### src/rtl/clk_ctl_pkg.sv
package clk_ctl_pkg;
  localparam int N_CPU   = 2;
  localparam int N_PCI   = 7;
  localparam int N_OUT   = N_CPU + N_PCI + 2;
  localparam int IDX_CPU = 0;
  localparam int IDX_PCI = N_CPU;
  localparam int IDX_USB = N_CPU + N_PCI;
  localparam int IDX_SEL = N_CPU + N_PCI + 1;
endpackage

### src/rtl/cpu_pci_div.sv
module cpu_pci_div #(
  parameter int DIV_HI = 3,
  parameter int DIV_LO = 2
) (
  input  logic clk,
  input  logic rst_n,
  input  logic freq_sel,
  input  logic adv,
  output logic cpu_q,
  output logic cpu_d,
  output logic pci_q,
  output logic pci_d
);
  localparam int CW = $clog2(2 * DIV_HI + 1);

  logic          sel_q;
  logic [CW-1:0] cnt_q, cnt_d;
  logic [CW-1:0] half_len, last_cnt;
  logic          realign;

  always_comb begin
    half_len = freq_sel ? CW'(DIV_HI) : CW'(DIV_LO);
    last_cnt = freq_sel ? CW'(2 * DIV_HI - 1) : CW'(2 * DIV_LO - 1);
    realign  = (freq_sel != sel_q);
    cnt_d    = cnt_q;
    cpu_d    = cpu_q;
    pci_d    = pci_q;
    if (realign) begin
      cnt_d = '0;
      cpu_d = 1'b0;
      pci_d = 1'b0;
    end else if (adv) begin
      cpu_d = ~cpu_q;
      cnt_d = (cnt_q == last_cnt) ? '0 : cnt_q + 1'b1;
      pci_d = (cnt_d != '0) && (cnt_d <= half_len);
    end
  end

  always_ff @(posedge clk or negedge rst_n) begin
    if (!rst_n) begin
      sel_q <= 1'b0;
      cnt_q <= '0;
      cpu_q <= 1'b0;
      pci_q <= 1'b0;
    end else begin
      sel_q <= freq_sel;
      cnt_q <= cnt_d;
      cpu_q <= cpu_d;
      pci_q <= pci_d;
    end
  end


  cpu_toggle_chk: assert property (@(posedge clk) disable iff (!rst_n)
    (adv && !realign) |=> (cpu_q != $past(cpu_q)));

  pci_edge_align_chk: assert property (@(posedge clk) disable iff (!rst_n)
    $rose(pci_q) |-> $rose(cpu_q));

  realign_phase_chk: assert property (@(posedge clk) disable iff (!rst_n)
    realign |=> (cnt_q == '0 && !cpu_q && !pci_q));
endmodule

### src/rtl/usb_strap_div.sv
module usb_strap_div #(
  parameter int STRAP_CYC = 16
) (
  input  logic clk,
  input  logic rst_n,
  input  logic uadv,
  input  logic strap_in,
  output logic usb_q,
  output logic usb_d,
  output logic sel_q,
  output logic sel_d
);
  localparam int SW = $clog2(STRAP_CYC + 1);

  logic          half_q, half_d;
  logic [SW-1:0] scnt_q, scnt_d;
  logic          done_q, done_d;
  logic          strap_q, strap_d;

  always_comb begin
    usb_d   = usb_q;
    half_d  = half_q;
    scnt_d  = scnt_q;
    done_d  = done_q;
    strap_d = strap_q;
    if (uadv) begin
      usb_d = ~usb_q;
      if (!usb_q) half_d = ~half_q;
    end
    if (!done_q) begin
      if (scnt_q == SW'(STRAP_CYC - 1)) begin
        done_d  = 1'b1;
        strap_d = strap_in;
      end else begin
        scnt_d = scnt_q + 1'b1;
      end
    end
    sel_d = done_d && (strap_d ? half_d : usb_d);
  end

  always_ff @(posedge clk or negedge rst_n) begin
    if (!rst_n) begin
      usb_q   <= 1'b0;
      half_q  <= 1'b0;
      scnt_q  <= '0;
      done_q  <= 1'b0;
      strap_q <= 1'b0;
      sel_q   <= 1'b0;
    end else begin
      usb_q   <= usb_d;
      half_q  <= half_d;
      scnt_q  <= scnt_d;
      done_q  <= done_d;
      strap_q <= strap_d;
      sel_q   <= sel_d;
    end
  end


  usb_toggle_chk: assert property (@(posedge clk) disable iff (!rst_n)
    uadv |=> (usb_q != $past(usb_q)));

  strap_frozen_chk: assert property (@(posedge clk) disable iff (!rst_n)
    done_q |=> (done_q && $stable(strap_q)));

  sel_quiet_chk: assert property (@(posedge clk) disable iff (!rst_n)
    !done_q |-> !sel_q);
endmodule

### src/rtl/out_gate.sv
module out_gate (
  input  logic clk,
  input  logic rst_n,
  input  logic raw_q,
  input  logic raw_d,
  input  logic dis,
  output logic out
);
  logic en_q, en_d;

  always_comb begin
    en_d = en_q;
    if (!raw_d) en_d = ~dis;
  end

  always_ff @(posedge clk or negedge rst_n) begin
    if (!rst_n) en_q <= 1'b1;
    else        en_q <= en_d;
  end

  assign out = raw_q & en_q;


  gate_switch_low_chk: assert property (@(posedge clk) disable iff (!rst_n)
    !$stable(en_q) |-> !raw_q);
endmodule

### src/rtl/clk_out_ctrl.sv
module clk_out_ctrl
  import clk_ctl_pkg::*;
#(
  parameter int STRAP_CYC = 16,
  parameter int DIV_HI    = 3,
  parameter int DIV_LO    = 2
) (
  input  logic             clk,
  input  logic             rst_n,
  input  logic             freq_sel,
  input  logic             usb_adv,
  input  logic             ref_in,
  input  logic             bypass,
  input  logic             three_state,
  input  logic             strap_in,
  input  logic [N_OUT-1:0] out_dis,
  output logic [N_OUT-1:0] clk_o,
  output logic [N_OUT-1:0] out_oe
);
  logic             ref_q, ref_rise;
  logic             adv, uadv;
  logic             oe_q;
  logic             cpu_q, cpu_d, pci_q, pci_d;
  logic             usb_q, usb_d, sel_q, sel_d;
  logic [N_OUT-1:0] raw_q, raw_d;

  always_comb begin
    ref_rise = ref_in & ~ref_q;
    adv      = bypass ? ref_rise : 1'b1;
    uadv     = bypass ? ref_rise : usb_adv;
  end

  always_ff @(posedge clk or negedge rst_n) begin
    if (!rst_n) begin
      ref_q <= 1'b0;
      oe_q  <= 1'b0;
    end else begin
      ref_q <= ref_in;
      oe_q  <= ~three_state;
    end
  end

  cpu_pci_div #(.DIV_HI(DIV_HI), .DIV_LO(DIV_LO)) div_i (
    .clk(clk), .rst_n(rst_n), .freq_sel(freq_sel), .adv(adv),
    .cpu_q(cpu_q), .cpu_d(cpu_d), .pci_q(pci_q), .pci_d(pci_d)
  );

  usb_strap_div #(.STRAP_CYC(STRAP_CYC)) usb_i (
    .clk(clk), .rst_n(rst_n), .uadv(uadv), .strap_in(strap_in),
    .usb_q(usb_q), .usb_d(usb_d), .sel_q(sel_q), .sel_d(sel_d)
  );

  genvar gi;
  generate
    for (gi = 0; gi < N_OUT; gi++) begin : g_out
      if (gi < IDX_PCI) begin : g_cpu
        assign raw_q[gi] = cpu_q;
        assign raw_d[gi] = cpu_d;
      end else if (gi < IDX_USB) begin : g_pci
        assign raw_q[gi] = pci_q;
        assign raw_d[gi] = pci_d;
      end else if (gi == IDX_USB) begin : g_usb
        assign raw_q[gi] = usb_q;
        assign raw_d[gi] = usb_d;
      end else begin : g_sel
        assign raw_q[gi] = sel_q;
        assign raw_d[gi] = sel_d;
      end
      out_gate gate_i (
        .clk(clk), .rst_n(rst_n), .raw_q(raw_q[gi]), .raw_d(raw_d[gi]),
        .dis(out_dis[gi]), .out(clk_o[gi])
      );
    end
  endgenerate

  assign out_oe = {N_OUT{oe_q}};


  three_state_oe_chk: assert property (@(posedge clk) disable iff (!rst_n)
    three_state |=> (out_oe == '0));

  release_oe_chk: assert property (@(posedge clk) disable iff (!rst_n)
    !three_state |=> (out_oe == '1));
endmodule

### config.mk
export PLATFORM = sky130hd
export DESIGN_NAME = clk_out_ctrl
export DESIGN_NICKNAME = d
export VERILOG_FILES = /design/src/rtl/clk_ctl_pkg.sv /design/src/rtl/cpu_pci_div.sv /design/src/rtl/usb_strap_div.sv /design/src/rtl/out_gate.sv /design/src/rtl/clk_out_ctrl.sv
export SDC_FILE = /design/constraint.sdc
export NUM_CORES = 1
export LEC_CHECK = 0
export BUFFER_PORTS_ARGS = -buffer_cell sky130_fd_sc_hd__buf_2
export CAP_MARGIN = 20
export CORE_MARGIN = 10
export CORE_UTILIZATION = 40
export CTS_BUF_LIST = sky130_fd_sc_hd__clkbuf_8
export DETAILED_ROUTE_END_ITERATION = 6
export PLACE_DENSITY_LB_ADDON = 0.08
export SYNTH_ARGS = -nofsm -noshare
export SYNTH_HDL_FRONTEND = slang
export SYNTH_SLANG_ARGS = --single-unit
### constraint.sdc
create_clock -name clk -period 2.15 [get_ports clk]
set_input_delay 0.43 -clock clk [delete_from_list [all_inputs] [get_ports clk]]
set_output_delay 0.43 -clock clk [all_outputs]
set_load 0.01 [all_outputs]
## Yosys cells after proc, flatten, opt, wreduce, memory -nomap -nowiden

Index checks and enable logic that the tools add are counted.
Widths: inputs -> output; s select.

- Register bits: 29
- Bits in latches: 0
- Bits in writable memories: 0
- ROM bits: 0
- Bits of input ports: 19
- Output and inout bits: 22
- Word-level logic and storage cells: 83
- Memories: 0

- Add/sub/neg operators: 2
- Multipliers: 0
- Divide/modulo/power cells: 0
- $lt $le $gt $ge: 1
- Equal/unequal tests: 3
- Shifts and indexed selects: 0
- Multiplexer cells: 19
- Bitwise gates (word level): 30
- Reductions and logical operators: 5

Operators by type and width:

| operator | count |
|---|---|
| $not 1->1 | 18 |
| $mux 1 | 15 |
| $and 1x1->1 | 12 |
| $mux 3 | 4 |
| $add 5x1->5 const B | 1 |
| $eq 5x4->1 const B | 1 |
| $add 3x1->3 const B | 1 |
| $eq 3x3->1 | 1 |
| $le 3x3->1 | 1 |
| $reduce_bool 3->1 | 1 |
| $logic_and 1x1->1 | 2 |
| $reduce_and 2->1 | 1 |
| $reduce_bool 2->1 | 1 |
| $ne 1x1->1 | 1 |

## Depth between registers and ports, before layout

- Depth in word-level cells: 7
- Depth in mapped cells: 8
- Gate-level depth less buffers: 8

## Hierarchy

Synthesis repeated with hierarchy kept, for this count alone.

- Cells, all modules: 133
- Area total of the unflattened synthesis: 1396.3 µm²

Modules (own cells, without submodules):

| module | instances | cells an instance | area each (µm²) |
|---|---|---|---|
| out_gate | 11 | 4 | 41.3 |
| usb_strap_div | 1 | 34 | 416.6 |
| cpu_pci_div | 1 | 36 | 364.1 |
| clk_out_ctrl | 1 | 19 | 161.4 |

## Least setup slack after synthesis

Ideal clock, no wire load.

- Path type: reg-to-reg
- Start: register usb_i.scnt_q[0]
- End: register g_out[10].gate_i.en_q
- Arrival time: 1761 ps
- Setup slack: 314 ps
- Stages on the path, launching flop included: 8
- Path buffers: 0
- Clock period less this slack: 1836 ps
- Cells stage by stage: dfrtp_1 > ha_1 > and3_1 > ha_1 > nor2b_1 > mux2_2 > a211oi_2 > mux2i_1

- Longest elaborated chain between the ends: 5
- Elaborated cells between the ends (all ways): 7

Ends and longest elaborated chain:

| element | line | source |
|---|---|---|
| start: declaration | usb_strap_div.sv:16 | `logic [SW-1:0] scnt_q, scnt_d;` |
| start signal: assignment | usb_strap_div.sv:52 | `scnt_q <= scnt_d;` |
| $eq 5x4->1 | usb_strap_div.sv:31 | `if (scnt_q == SW'(STRAP_CYC - 1)) begin` |
| $mux 1 | usb_strap_div.sv:31 |  |
| $mux 1 | usb_strap_div.sv:30 | `if (!done_q) begin` |
| via usb_i.strap_d | usb_strap_div.sv:18 | `logic strap_q, strap_d;` |
| $mux 1 | usb_strap_div.sv:38 | `sel_d = done_d && (strap_d ? half_d : usb_d);` |
| $logic_and 1x1->1 | usb_strap_div.sv:38 |  |
| via g_out[10].gate_i.raw_d | out_gate.sv:5 | `input logic raw_d,` |
| end signal: assignment | out_gate.sv:18 | `else en_q <= en_d;` |
| end: declaration | out_gate.sv:9 | `logic en_q, en_d;` |

The timed path passes the listed nets, and every way through them passes these cells.
A chain may end at the register's enable or synchronous reset.

## Final worst setup path

Same ends and word-level chain as after synthesis.

==> metrics.cfg <==
[clock_tree]
cts_post_setup_buffers_inserted = 0
cts-root-to-sink-buffers = 2
clockRootBuffer = sky130_fd_sc_hd__clkbuf_8
tritoncts = done
postCtsResizedCells = 0
cts_inserted_buffers = 5
clk_transition_reported_paths_ps = 60
hold_buffers = 0
clock_sink_count = 29
htreeDepth = 2
clkLatencyLatePin_ps = 280

[detailed_routing]
drt_wl_total_um = 2720
drt-pass1-iter-count = 4
final_antenna_net_count = 0
route.detailed.drc = 0
via_density_per_instance = 4.59
first_iter_violations = 44
routed_wire_length_per_instance_um = 12.8
vias_after_detailed_routing = 978

[placement]
placed_area_um2 = 1590
hpwl_um = 2110
place_inst = 205
numPortBuffers = 40
finalWeightedCongestion = 0.743

[layout]
layout.core_utilization_pct = 46.1
synthToLayoutAreaGrowth_pct = 12.0
filler_cell_count = 359
nets = 187
seqCellArea_um2 = 739
multi_input_comb_area_um2 = 561
final_layout_size_suffix_gt1_share_pct = 40.0
num_antenna_cells = 0
post-route-cell-area_um2 = 1690
finish.cell_count_without_fillers = 213

[synthesis]
synthTopCellsByArea = sky130_fd_sc_hd__dfrtp_1, sky130_fd_sc_hd__dfstp_2, sky130_fd_sc_hd__buf_4
post-synth-top-count-cell = sky130_fd_sc_hd__buf_4
netlist.top_cell.by_area = sky130_fd_sc_hd__dfrtp_1
ys.warnings.count = 0
synth.avg_cell_area_um2 = 10.7
synth.ff_latch_count = 29
synth_top_area_share_pct = 29.9
ys_seq_area_share_pct = 49.1
commonest_cells_post_synth = sky130_fd_sc_hd__buf_4, sky130_fd_sc_hd__dfrtp_1, sky130_fd_sc_hd__nand2_1
synth_enable_flop_cells = 0
synth_area_um2 = 1510
synth.net_count = 164
dominantRegCellSynth = sky130_fd_sc_hd__dfrtp_1
synth.lib_cells_used.distinct = 32
async_flop_share_pct = 100
netlist_instances = 141

[worst_setup_path]
cpPeakStageDelay_ps = 410
regToRegEndpoint = g_out[10].gate_i.en_q
r2r-start = usb_i.scnt_q[0]
crit_path_max_fanout = 3
timing.reg2reg.setup_slack_ps = 220
worst_ep_arrival_time_ps = 2140
critical_path.startpoint = usb_i.scnt_q[0]
required_ps = 2360
endpoint = g_out[10].gate_i.en_q
timing.reg2reg.worst_path_depth = 7
cp_num_buf_inv = 0
timing.critical_path.from_type = flop
crit_type = flop to flop
critPathMostFrequentCell = sky130_fd_sc_hd__ha_1
path_delay_family = multiplexers
timing.critical_path.slowest_stage_cell = sky130_fd_sc_hd__dfrtp_1
end_kind = flop
cp_cell_instances = ha_1 > and3_1 > ha_1 > nor2b_1 > mux2_2 > a211oi_2 > mux2i_1
worst-path-stages = 7

[sta]
fin_tns_setup_ps = 0
finalSetupViolCount = 0
timing.clock.skew_ps = 6.12
achievable-frequency_mhz = 518
max_slew.worst_pin.slew_ps = 626
grt_setup_unrepaired = no
period_needed_ps = 1930
report.final.slew_viol_count = 0
slew_headroom_pct = 58.3
timing.final.crit_share_pct = 89.8
finalHoldViolations = 0

[global_route]
grt_pass1_vias = 998
antenna_found_initial = 0
globalRouteOverflowTotal = 0
grt_first_pass_wirelength_um = 4660
gr-usage-all-layers_pct = 9.15
grt_start_max_net_pins = 30

[floorplanning]
die-height_um = 81.4
placementRows = 22
top_level_ports = 41
floorplan.core_area_um2 = 3660
die_width_um = 81.4
die_area_um2 = 6620
initial_utilization_pct = 41.1

[pwr]
power_switching_share_pct = 28.2
max-vdd-ir-drop_v = 0.000391
pwr-share-clk_pct = 31.7
p_int_mw = 1.12
power_frac_seq_pct = 47.3
power-per-cell-area_nw_per_um2 = 923
switching_power_mw = 0.439
leakage_nw = 0.758
share_comb_of_total_power_pct = 21.0

[run]
drv_cap = 0

[hold_path]
holdCritPathClass = input port to asynchronous set/reset pin

[status]
result_of_the_run = finished clean

## worst min path at each step
stage,to,cells past startpoint
after floorplan,div_i.cnt_q[0],0
after detailed placement,g_out[1].gate_i.en_q,2
final,ref_q,1
after global routing,ref_q,1
after global placement,g_out[1].gate_i.en_q,2
after CTS,ref_q,1
## through the flow
stage / hold WS, ps / power (mW) / worst slack (ps)
after global placement: 452 / 1.07 / 274
after floorplan: 134 / 1.03 / 314
after detailed placement: 458 / 1.08 / 214
after CTS: 192 / 1.59 / 203
final: 161 / 1.56 / 220
after global routing: 213 / 1.68 / 55.0
## area by class of cell
cell class                 instances  share of cell area [%]
clock buffer                       7                    5.71
multi-input combinational         81                    33.2
inverter                           7                    1.56
sequential                        29                    43.8
timing repair buffer              40                    11.9
clock inverter                     1                   0.297
tap                               48                    3.56
## logic make-up (layout without fill, tap and decap cells)
group | count (synthesis) | count (layout) | share of synthesized area, %
adders and majority gates | 4 | 4 | 3.32
buffers and inverters | 31 | 55 | 13.7
and+or+nand+nor | 45 | 45 | 16.6
DFF | 29 | 29 | 49.1
xor gates and xnor gates | 7 | 7 | 4.57
AOI/OAI and AO/OA | 20 | 20 | 9.22
muxes | 5 | 5 | 3.49
## power groups by stage
stage | Clock [mW] | Sequential, mW | Combinational (mW)
final | 0.494 | 0.736 | 0.327
after global routing | 0.545 | 0.754 | 0.377
after CTS | 0.511 | 0.738 | 0.338
after detailed placement | 0 | 0.748 | 0.336
after global placement | 0 | 0.743 | 0.329
after floorplan | 0 | 0.729 | 0.301
## flip-flops by register name (all words and copies together), names as in the netlist
name and flops:
usb_i.usb_q 1, usb_i.half_q 1, ref_q 1, usb_i.strap_q 1, div_i.pci_q 1, div_i.cpu_q 1
usb_i.scnt_q 5, usb_i.sel_q 1, oe_q 1, g_out.gate_i.en_q 11, usb_i.done_q 1, div_i.cnt_q 3
div_i.sel_q 1
## per-layer routing
layer / global-route usage [%] / vias up / part of all wire, %
li1: - / 492 / -
met1: 10.1 / 445 / 42
met2: 14.3 / 35 / 44
met3: 4.86 / 6 / 13
met4: 4.15 / 0 / 1.7
met5: 0 / - / 0
## placed cells by master, fill, tap and decap left out, drive strengths merged, types with 3 or more instances in the layout
cell type and n:
dfstp 11, mux2i 3, clkbuf 7, and2 11, xnor2 6, a21oi 3, buf 40, inv 7
dfrtp 18, nor2 4, ha 4, nand2 13, o21ai 11, nand3b 4
Power figures use the tool's default switching activity.
